$ cat config.mk
export PLATFORM = sky130hd
export DESIGN_NAME = rxdly_cal
export DESIGN_NICKNAME = d
export VERILOG_FILES = /design/src/rtl/rxdly_pkg.sv /design/src/rtl/rxdly_probe.sv /design/src/rtl/rxdly_pick.sv /design/src/rtl/rxdly_cal.sv
export SDC_FILE = /design/constraint.sdc
export NUM_CORES = 1
export LEC_CHECK = 0
export BUFFER_PORTS_ARGS = -buffer_cell sky130_fd_sc_hd__buf_2
export CAP_MARGIN = 20
export CORE_MARGIN = 2
export CORE_UTILIZATION = 35
export DETAILED_ROUTE_END_ITERATION = 10
export SLEW_MARGIN = 10
export SYNTH_ARGS = -nofsm -noshare
export SYNTH_HDL_FRONTEND = slang
export SYNTH_HIERARCHICAL = 1
export SYNTH_SLANG_ARGS = --single-unit
export TNS_END_PERCENT = 1
$ cat constraint.sdc
create_clock -name clk -period 2.2 [get_ports clk]
set_clock_uncertainty 0.2 [all_clocks]
set_input_delay 0.33 -clock clk [delete_from_list [all_inputs] [get_ports clk]]
set_output_delay 0.33 -clock clk [all_outputs]
set_load 0.01 [all_outputs]
$ cat src/rtl/rxdly_pkg.sv
package rxdly_pkg;

   typedef enum logic [1:0] {
      ST_IDLE,
      ST_LAUNCH,
      ST_WAIT,
      ST_DECIDE
   } seq_st_t;

   typedef struct packed {
      logic       ok;
      logic [1:0] code;
   } pick_t;

   // Centre of the contiguous good window for four codes; gaps are invalid.
   function automatic pick_t window_centre(input logic [3:0] m);
      pick_t r;
      r = '{ok: 1'b1, code: 2'd0};
      case (m)
         4'd1:    r.code = 2'd0;
         4'd2:    r.code = 2'd1;
         4'd3:    r.code = 2'd0;
         4'd4:    r.code = 2'd2;
         4'd6:    r.code = 2'd1;
         4'd7:    r.code = 2'd1;
         4'd8:    r.code = 2'd3;
         4'd12:   r.code = 2'd3;
         4'd14:   r.code = 2'd2;
         4'd15:   r.code = 2'd1;
         default: r.ok   = 1'b0;
      endcase
      return r;
   endfunction

endpackage

$ cat src/rtl/rxdly_probe.sv
module rxdly_probe #(
   parameter int          DW     = 16,
   parameter logic [DW-1:0] GOLDEN = 16'h5AA5,
   parameter int          TO_CYC = 16
) (
   input  logic          clk,
   input  logic          rst_n,
   input  logic          go_i,
   input  logic          ack_i,
   input  logic [DW-1:0] data_i,
   output logic          req_o,
   output logic          fin_o,
   output logic          pass_o
);
   localparam int TW = (TO_CYC > 1) ? $clog2(TO_CYC) : 1;

   logic expire;

   generate
      if (TO_CYC == 0) begin : g_no_timeout
         assign expire = 1'b0;
      end else begin : g_timeout
         logic [TW-1:0] wait_cnt;
         always_ff @(posedge clk or negedge rst_n) begin
            if (!rst_n)
               wait_cnt <= '0;
            else if (go_i || !req_o)
               wait_cnt <= '0;
            else
               wait_cnt <= wait_cnt + 1'b1;
         end
         assign expire = (wait_cnt == TW'(TO_CYC - 1));
      end
   endgenerate

   always_ff @(posedge clk or negedge rst_n) begin
      if (!rst_n) begin
         req_o  <= 1'b0;
         fin_o  <= 1'b0;
         pass_o <= 1'b0;
      end else begin
         fin_o <= 1'b0;
         if (go_i) begin
            req_o  <= 1'b1;
            pass_o <= 1'b0;
         end else if (req_o) begin
            if (ack_i) begin
               req_o  <= 1'b0;
               fin_o  <= 1'b1;
               pass_o <= (data_i == GOLDEN);
            end else if (expire) begin
               req_o  <= 1'b0;
               fin_o  <= 1'b1;
               pass_o <= 1'b0;
            end
         end
      end
   end
endmodule

$ cat src/rtl/rxdly_pick.sv
module rxdly_pick #(
   parameter int NSET = 4,
   localparam int CW  = $clog2(NSET)
) (
   input  logic [NSET-1:0] mask_i,
   output logic            ok_o,
   output logic [CW-1:0]   code_o
);
   import rxdly_pkg::*;

   generate
      if (NSET == 4) begin : g_four
         pick_t p;
         assign p      = window_centre(mask_i);
         assign ok_o   = p.ok;
         assign code_o = p.code;
      end else begin : g_bad
         $error("rxdly_pick: only four delay codes are supported");
      end
   endgenerate
endmodule

$ cat src/rtl/rxdly_cal.sv
module rxdly_cal #(
   parameter int            DW        = 16,
   parameter int            AW        = 16,
   parameter logic [AW-1:0] TEST_ADDR = 16'h0014,
   parameter logic [DW-1:0] GOLDEN    = 16'h5AA5,
   parameter int            NSET      = 4,
   parameter int            TO_CYC    = 16,
   parameter int            RST_CODE  = 0,
   localparam int           CW        = $clog2(NSET)
) (
   input  logic          clk,
   input  logic          rst_n,
   input  logic          start_i,
   output logic          rd_req_o,
   output logic [AW-1:0] rd_addr_o,
   input  logic          rd_ack_i,
   input  logic [DW-1:0] rd_data_i,
   output logic [CW-1:0] dly_o,
   output logic          done_o,
   output logic          err_o
);
   import rxdly_pkg::*;

   localparam logic [CW-1:0] LAST = CW'(NSET - 1);
   localparam logic [CW-1:0] RCODE = CW'(RST_CODE);

   generate
      if (NSET != 4) begin : g_chk_nset
         $error("rxdly_cal: NSET must be 4");
      end
      if (RST_CODE < 0 || RST_CODE >= NSET) begin : g_chk_rst
         $error("rxdly_cal: RST_CODE out of range");
      end
      if (TO_CYC < 0) begin : g_chk_to
         $error("rxdly_cal: TO_CYC must not be negative");
      end
   endgenerate

   seq_st_t         st;
   logic [CW-1:0]   idx;
   logic [NSET-1:0] mask;
   logic            probe_fin, probe_pass;
   logic            pick_ok;
   logic [CW-1:0]   pick_code;

   rxdly_probe #(.DW(DW), .GOLDEN(GOLDEN), .TO_CYC(TO_CYC)) u_probe (
      .clk    (clk),
      .rst_n  (rst_n),
      .go_i   (st == ST_LAUNCH),
      .ack_i  (rd_ack_i),
      .data_i (rd_data_i),
      .req_o  (rd_req_o),
      .fin_o  (probe_fin),
      .pass_o (probe_pass)
   );

   rxdly_pick #(.NSET(NSET)) u_pick (
      .mask_i (mask),
      .ok_o   (pick_ok),
      .code_o (pick_code)
   );

   assign rd_addr_o = TEST_ADDR;

   always_ff @(posedge clk or negedge rst_n) begin
      if (!rst_n) begin
         st     <= ST_IDLE;
         idx    <= '0;
         mask   <= '0;
         dly_o  <= RCODE;
         done_o <= 1'b0;
         err_o  <= 1'b0;
      end else begin
         done_o <= 1'b0;
         case (st)
            ST_IDLE: begin
               if (start_i) begin
                  idx   <= '0;
                  mask  <= '0;
                  dly_o <= '0;
                  err_o <= 1'b0;
                  st    <= ST_LAUNCH;
               end
            end
            ST_LAUNCH: st <= ST_WAIT;
            ST_WAIT: begin
               if (probe_fin) begin
                  mask[idx] <= probe_pass;
                  if (idx == LAST) begin
                     st <= ST_DECIDE;
                  end else begin
                     idx   <= idx + 1'b1;
                     dly_o <= idx + 1'b1;
                     st    <= ST_LAUNCH;
                  end
               end
            end
            ST_DECIDE: begin
               done_o <= 1'b1;
               dly_o  <= pick_ok ? pick_code : RCODE;
               err_o  <= !pick_ok;
               st     <= ST_IDLE;
            end
            default: st <= ST_IDLE;
         endcase
      end
   end
endmodule

# ---- Yosys cells after proc, flatten, opt, wreduce, memory -nomap -nowiden
# Cells that the tools add are included.
dict set report word_totals {
  latchBits 0
  mem_count 0
  input_bits 20
  regBits 19
  elab_cells 87
  output_inout_bits 21
  ram_bits 0
  romBits 0
}
dict set report classes {
  muxes 34
  n_addsub 2
  order_cmp 2
  n_div 0
  multipliers 0
  bitwise 0
  n_shift 0
  n_eq_ne 19
  reduce_logical 20
}
# cell n
set op_table {}
lappend op_table {{equality test 4 bit (second input constant)} 5}
lappend op_table {{equality test 16 x 15 -> 1 bit (second input constant)} 1}
lappend op_table {{two-way mux 1 bit} 16}
lappend op_table {{two-way mux 2 bit} 7}
lappend op_table {{equality test 4 x 3 -> 1 bit (second input constant)} 3}
lappend op_table {{two-way mux 4 bit} 3}
lappend op_table {{case mux 2 bit (3 select lines)} 2}
lappend op_table {{OR reduction 10 bit} 1}
lappend op_table {{equality test 4 x 2 -> 1 bit (second input constant)} 2}
lappend op_table {{case mux 2 bit (4 select lines)} 1}
lappend op_table {{case mux 4 bit (2 select lines)} 1}
lappend op_table {{AND reduction 4 bit} 2}
lappend op_table {{equality test 2 bit (second input constant)} 3}
lappend op_table {{AND reduction 2 bit} 3}
lappend op_table {{nonzero test 2 bit} 3}
lappend op_table {{nonzero test 3 bit} 2}
lappend op_table {{adder 4 x 1 -> 4 bit (second input constant)} 1}
lappend op_table {{bitwise mux 4 bit} 1}
lappend op_table {{equality test 4 x 1 -> 1 bit (second input constant)} 1}
lappend op_table {{!= test 2 bit (second input constant)} 2}
lappend op_table {{case mux 2 bit (2 select lines)} 1}
lappend op_table {{OR reduction 2 bit} 2}
lappend op_table {{OR reduction 4 bit} 1}
lappend op_table {{less-than comparator 2 x 3 -> 1 bit (second input constant)} 1}
lappend op_table {{other kinds (11)} 12}

# ---- Longest topological paths before layout
dict set report logic_depth {
  ltp_word 7
  depth_mapped 6
}

# ---- By module
# Netlist, hierarchy kept.
# module instances cells_each area_each_um2
set by_module_without_submodules {}
lappend by_module_without_submodules {rxdly_cal 1 88 853.3}
lappend by_module_without_submodules {rxdly_probe 1 29 340.3}
lappend by_module_without_submodules {rxdly_pick 1 12 66.3}

# ---- Least setup slack after synthesis
# No wires, ideal clock.
dict set report synth_timing {
  path_kind {register to register}
  start {reg idx[0]}
  end {reg idx[0]}
  stages_incl_launch_ff 5
  slack_ns 0.565
  setup_ns 0.121
  n_path_buf 0
  t_arrival_ns 1.314
  synth_period_minus_slack_ns 1.635
  path_cell_list {dfrtp_1 ha_1 nor2b_4 mux2_4 a22o_1}
}
dict set report synth_via {
  elab_chain_cells 4
  word_cells_on_any_way 7
  cone_classes {add/sub (1); eq/ne (2); mux (3); reduce/logical (1)}
}
# element line
set synth_lines {}
lappend synth_lines {{start, declared} rxdly_cal.sv:40} ;# logic [CW-1:0] idx;
lappend synth_lines {{start signal, assigned} rxdly_cal.sv:92} ;# idx <= idx + 1'b1;
lappend synth_lines {{adder 2 x 1 -> 2 bit} rxdly_cal.sv:92}
lappend synth_lines {{two-way mux 2 bit} rxdly_cal.sv:89} ;# if (idx == LAST) begin
lappend synth_lines {{two-way mux 2 bit} rxdly_cal.sv:87} ;# if (probe_fin) begin
lappend synth_lines {{case mux 2 bit (2 select lines)} rxdly_cal.sv:75} ;# case (st)
# Parallel ways exist; a longest one is shown, timed or not. The select of a mux whose other input is x is not followed.
# A chain may end at the register's enable or synchronous reset.

# ---- Final worst setup path
# Same ends and word-level chain as after synthesis.

==> impl_metrics.sql <==
INSERT INTO impl_metrics (metric_group, metric, value, unit) VALUES
('synth', 'post_synth_instance_area', '0.00126', 'mm²'),
('placement', 'detail_placement_hpwl', '1700', 'µm'),
('synth', 'synth_simple_gate_area_share', '21.3', '%'),
('drt', 'detailroute.wirelength.met2', '1110', 'µm'),
('clock_tree', 'count_of_h_tree_levels_built_during_cts', '1', ''),
('setup_path', 'critical_path.cell_chain', 'ha_1 > nor2b_4 > mux2_4 > a22o_1', ''),
('drt', 'post_route_m1_wl', '1040', 'µm'),
('synth', 'yosysUniqueCellTypes', '39', ''),
('finish', 'highest_count_cells_in_the_layout_ignoring_fill_and_taps', 'buf_2 (24), dfrtp_1 (19), conb_1 (16)', ''),
('finish', 'final_net_count', '178', ''),
('synth', 'post_synthesis_compound_gate_area_fraction', '16.9', '%'),
('power', 'seq_power_share', '41.8', '%'),
('clock_tree', 'tritoncts', 'yes', ''),
('die', 'pin_count', '41', ''),
('die', 'die-area', '0.00410', 'mm²'),
('power', 'power.share.clock', '14.5', '%'),
('power', 'powerDensity', '923', 'mW/mm²'),
('die', 'fp.coreArea', '0.00339', 'mm²'),
('power', 'power_switching_share', '39.3', '%'),
('sta', 'slew_viol_final', '0', ''),
('finish', 'final_core_util', '40.5', '%'),
('setup_path', 'cp.arrival', '1.76', 'ns'),
('global_routing', 'grt_max_degree', '20', ''),
('synth', 'post_synth_edffs', '0', ''),
('placement', 'port-buffer-count', '24', ''),
('sta', 'rsz0062_at_grt', 'no', ''),
('sta', 'finalHoldViolations', '0', ''),
('clock_tree', 'cts.hold.buffers_added', '1', ''),
('power', 'intPower', '770', 'µW'),
('setup_path', 'worst_ep_required_time', '2.20', 'ns'),
('synth', 'synth_flop_cell', 'dfrtp_1', ''),
('synth', 'async_reset_ff_share', '100', '%'),
('placement', 'place.gp.congestion', '0.783', ''),
('drt', 'drt_pass1_iterations', '4', ''),
('synth', 'yosys-mux-area-fraction', '1.19', '%'),
('global_routing', 'globalRouteOverflowTotal', '0', ''),
('clock_tree', 'post_cts_resized', '0', ''),
('finish', 'post_route_cells_drive_above_1_share', '24.3', '%'),
('setup_path', 'cp_slowest_stage_delay', '0.46', 'ns'),
('power', 'part_of_the_total_power_dissipated_in_combinational_logic', '43.7', '%'),
('die', 'die_w', '64', 'µm'),
('hold_path', 'holdCritPathClass', 'in -> reg', ''),
('synth', 'yosysWarnings', '6', ''),
('synth', 'synthDominantCellAreaShare', '37.7', '%'),
('drt', 'drt-vias-per-instance', '4.80', ''),
('drt', 'via_count', '951', ''),
('clock_tree', 'ctsLongestPathBuffers', '2', ''),
('setup_path', 'criticalPathCategory', 'reg -> reg', ''),
('drt', 'avg_wl_per_cell', '11.6', 'µm'),
('power', 'static-leakage-power', '0.642', 'nW'),
('finish', 'insertedDiodeCount', '0', ''),
('synth', 'synth_area_leaders', 'dfrtp_1 (38%), buf_4 (10%), ha_1 (5.0%)', ''),
('drt', 'first_iter_violations', '37', ''),
('die', 'start_util', '37.2', '%'),
('synth', 'netlist_instances', '129', ''),
('clock_tree', 'cts.repair_timing.setup_buffer_count', '0', ''),
('synth', 'synth_top_family_by_area', 'simple AND/OR/NAND/NOR gates', ''),
('status', 'run_status', 'finished clean', ''),
('sta', 'final.min_clock_period', '1.76', 'ns'),
('clock_tree', 'clkSinkCount', '19', ''),
('drt', 'route.met3.wl', '130', 'µm'),
('global_routing', 'grt_first_pass_wirelength', '3840', 'µm'),
('clock_tree', 'clk_pin_slew_worst_paths', '0.12', 'ns'),
('sta', 'setup_violations', '0', ''),
('finish', 'layout.cells.most_common', 'buf_2', ''),
('global_routing', 'grt_usage', '11.9', '%'),
('drt', 'highest_routed_layer', 'met4', ''),
('synth', 'synth_adder_area_share', '4.97', '%'),
('setup_path', 'timing.critical_path.slowest_stage_cell', 'dfrtp_1', ''),
('sta', 'setup_tns', '0', 'ns'),
('synth', 'synth.yosys.seq_area_share', '37.7', '%');
==> final cells by class <==
| class | count | area (µm²) |
|---|---|---|
| clock buffer | 3 | 22.5 |
| clock inverter | 1 | 7.51 |
| fill | 340 | 2020 |
| inverter | 8 | 30.0 |
| multi-input combinational | 94 | 636 |
| sequential | 19 | 475 |
| tap | 46 | 57.6 |
| timing repair buffer | 27 | 145 |
==> Yosys cell counts (2+ instances only) <==
| library cell | number |
|---|---|
| a21oi_1 | 7 |
| a22o_1 | 2 |
| a31oi_1 | 2 |
| buf_2 | 2 |
| buf_4 | 17 |
| buf_6 | 3 |
| conb_1 | 2 |
| dfrtp_1 | 19 |
| ha_1 | 5 |
| inv_1 | 8 |
| nand2_1 | 2 |
| nand2b_1 | 3 |
| nand2b_4 | 2 |
| nand3_1 | 7 |
| nand3b_1 | 3 |
| nand4_1 | 2 |
| nand4bb_1 | 2 |
| nor2_1 | 8 |
| nor2b_1 | 3 |
| o211ai_1 | 3 |
| o21a_1 | 2 |
| o21ai_0 | 3 |
| o21bai_1 | 3 |
| o221a_2 | 2 |
| o22ai_1 | 3 |
==> power groups by stage <==
| stage | Sequential, mW | Clock, mW | Combinational [mW] |
|---|---|---|---|
| floorplan | 0.524 | 0 | 0.475 |
| global placement | 0.531 | 0 | 0.545 |
| global route | 0.547 | 0.212 | 0.627 |
| finish | 0.530 | 0.184 | 0.554 |
| detailed placement | 0.537 | 0 | 0.557 |
| CTS | 0.530 | 0.198 | 0.559 |
==> stage by stage <==
stage	area [µm²]	setup WS, ns	power (mW)	std cells	hold slack [ns]
after floorplan	1310	0.565	0.999	143	-0.166
after global placement	1330	0.511	1.08	193	0.0897
after detailed placement	1330	0.460	1.09	193	0.102
after CTS	1370	0.442	1.29	198	0.0884
after global routing	1370	0.379	1.39	198	0.0913
final	1370	0.440	1.27	198	0.112
==> flip-flops by register name, summed over array words and instances, names as in the netlist <==
| signal | count |
|---|---|
| done_o | 1 |
| u_probe/pass_o | 1 |
| u_probe/fin_o | 1 |
| u_probe/req_o | 1 |
| u_probe/g_timeout.wait_cnt | 4 |
| dly_o | 2 |
| err_o | 1 |
| st | 2 |
| mask | 4 |
| idx | 2 |
==> per-layer routing <==
| layer | global-route usage (%) | up-vias |
|---|---|---|
| met5 | 0 | - |
| li1 | - | 463 |
| met4 | 3.26 | 0 |
| met2 | 19.9 | 34 |
| met1 | 14.5 | 452 |
| met3 | 3.87 | 2 |
==> final timing paths <==
path / start / end / slack (ns) / depth (start not counted)
worst max-delay path: idx[0]$_DFFE_PN0P_ / idx[0]$_DFFE_PN0P_ / 0.44 / 4
worst min-delay path: rd_data_i[15] / u_probe/pass_o$_DFFE_PN0P_ / 0.11 / 3
worst max register to register: idx[0]$_DFFE_PN0P_ / idx[0]$_DFFE_PN0P_ / 0.44 / 4
worst min register to register: u_probe/g_timeout.wait_cnt[0]$_DFF_PN0_ / u_probe/g_timeout.wait_cnt[0]$_DFF_PN0_ / 0.29 / 1
max in group asynchronous: rst_n / mask[0]$_DFFE_PN0P_ / 1.23 / 2
min in group asynchronous: rst_n / err_o$_DFFE_PN0P_ / 0.28 / 2
==> cell families after synthesis <==
family	count (synthesis)
other cells	2
buf+inv	30
mux	1
simple gates	40
fa+ha+maj	5
flops	19
compound gates	30
xor+xnor	2
==> worst max-delay path: cells and delay by family (launching register included) <==
family | cells | cell delay [ns]
flip-flops | 1 | 0.46
adder cells (fa/ha/maj) | 1 | 0.32
multiplexers | 1 | 0.31
AO/OA/AOI/OAI | 1 | 0.17
AND/OR/NAND/NOR | 1 | 0.20
Power figures use the tool's default switching activity.
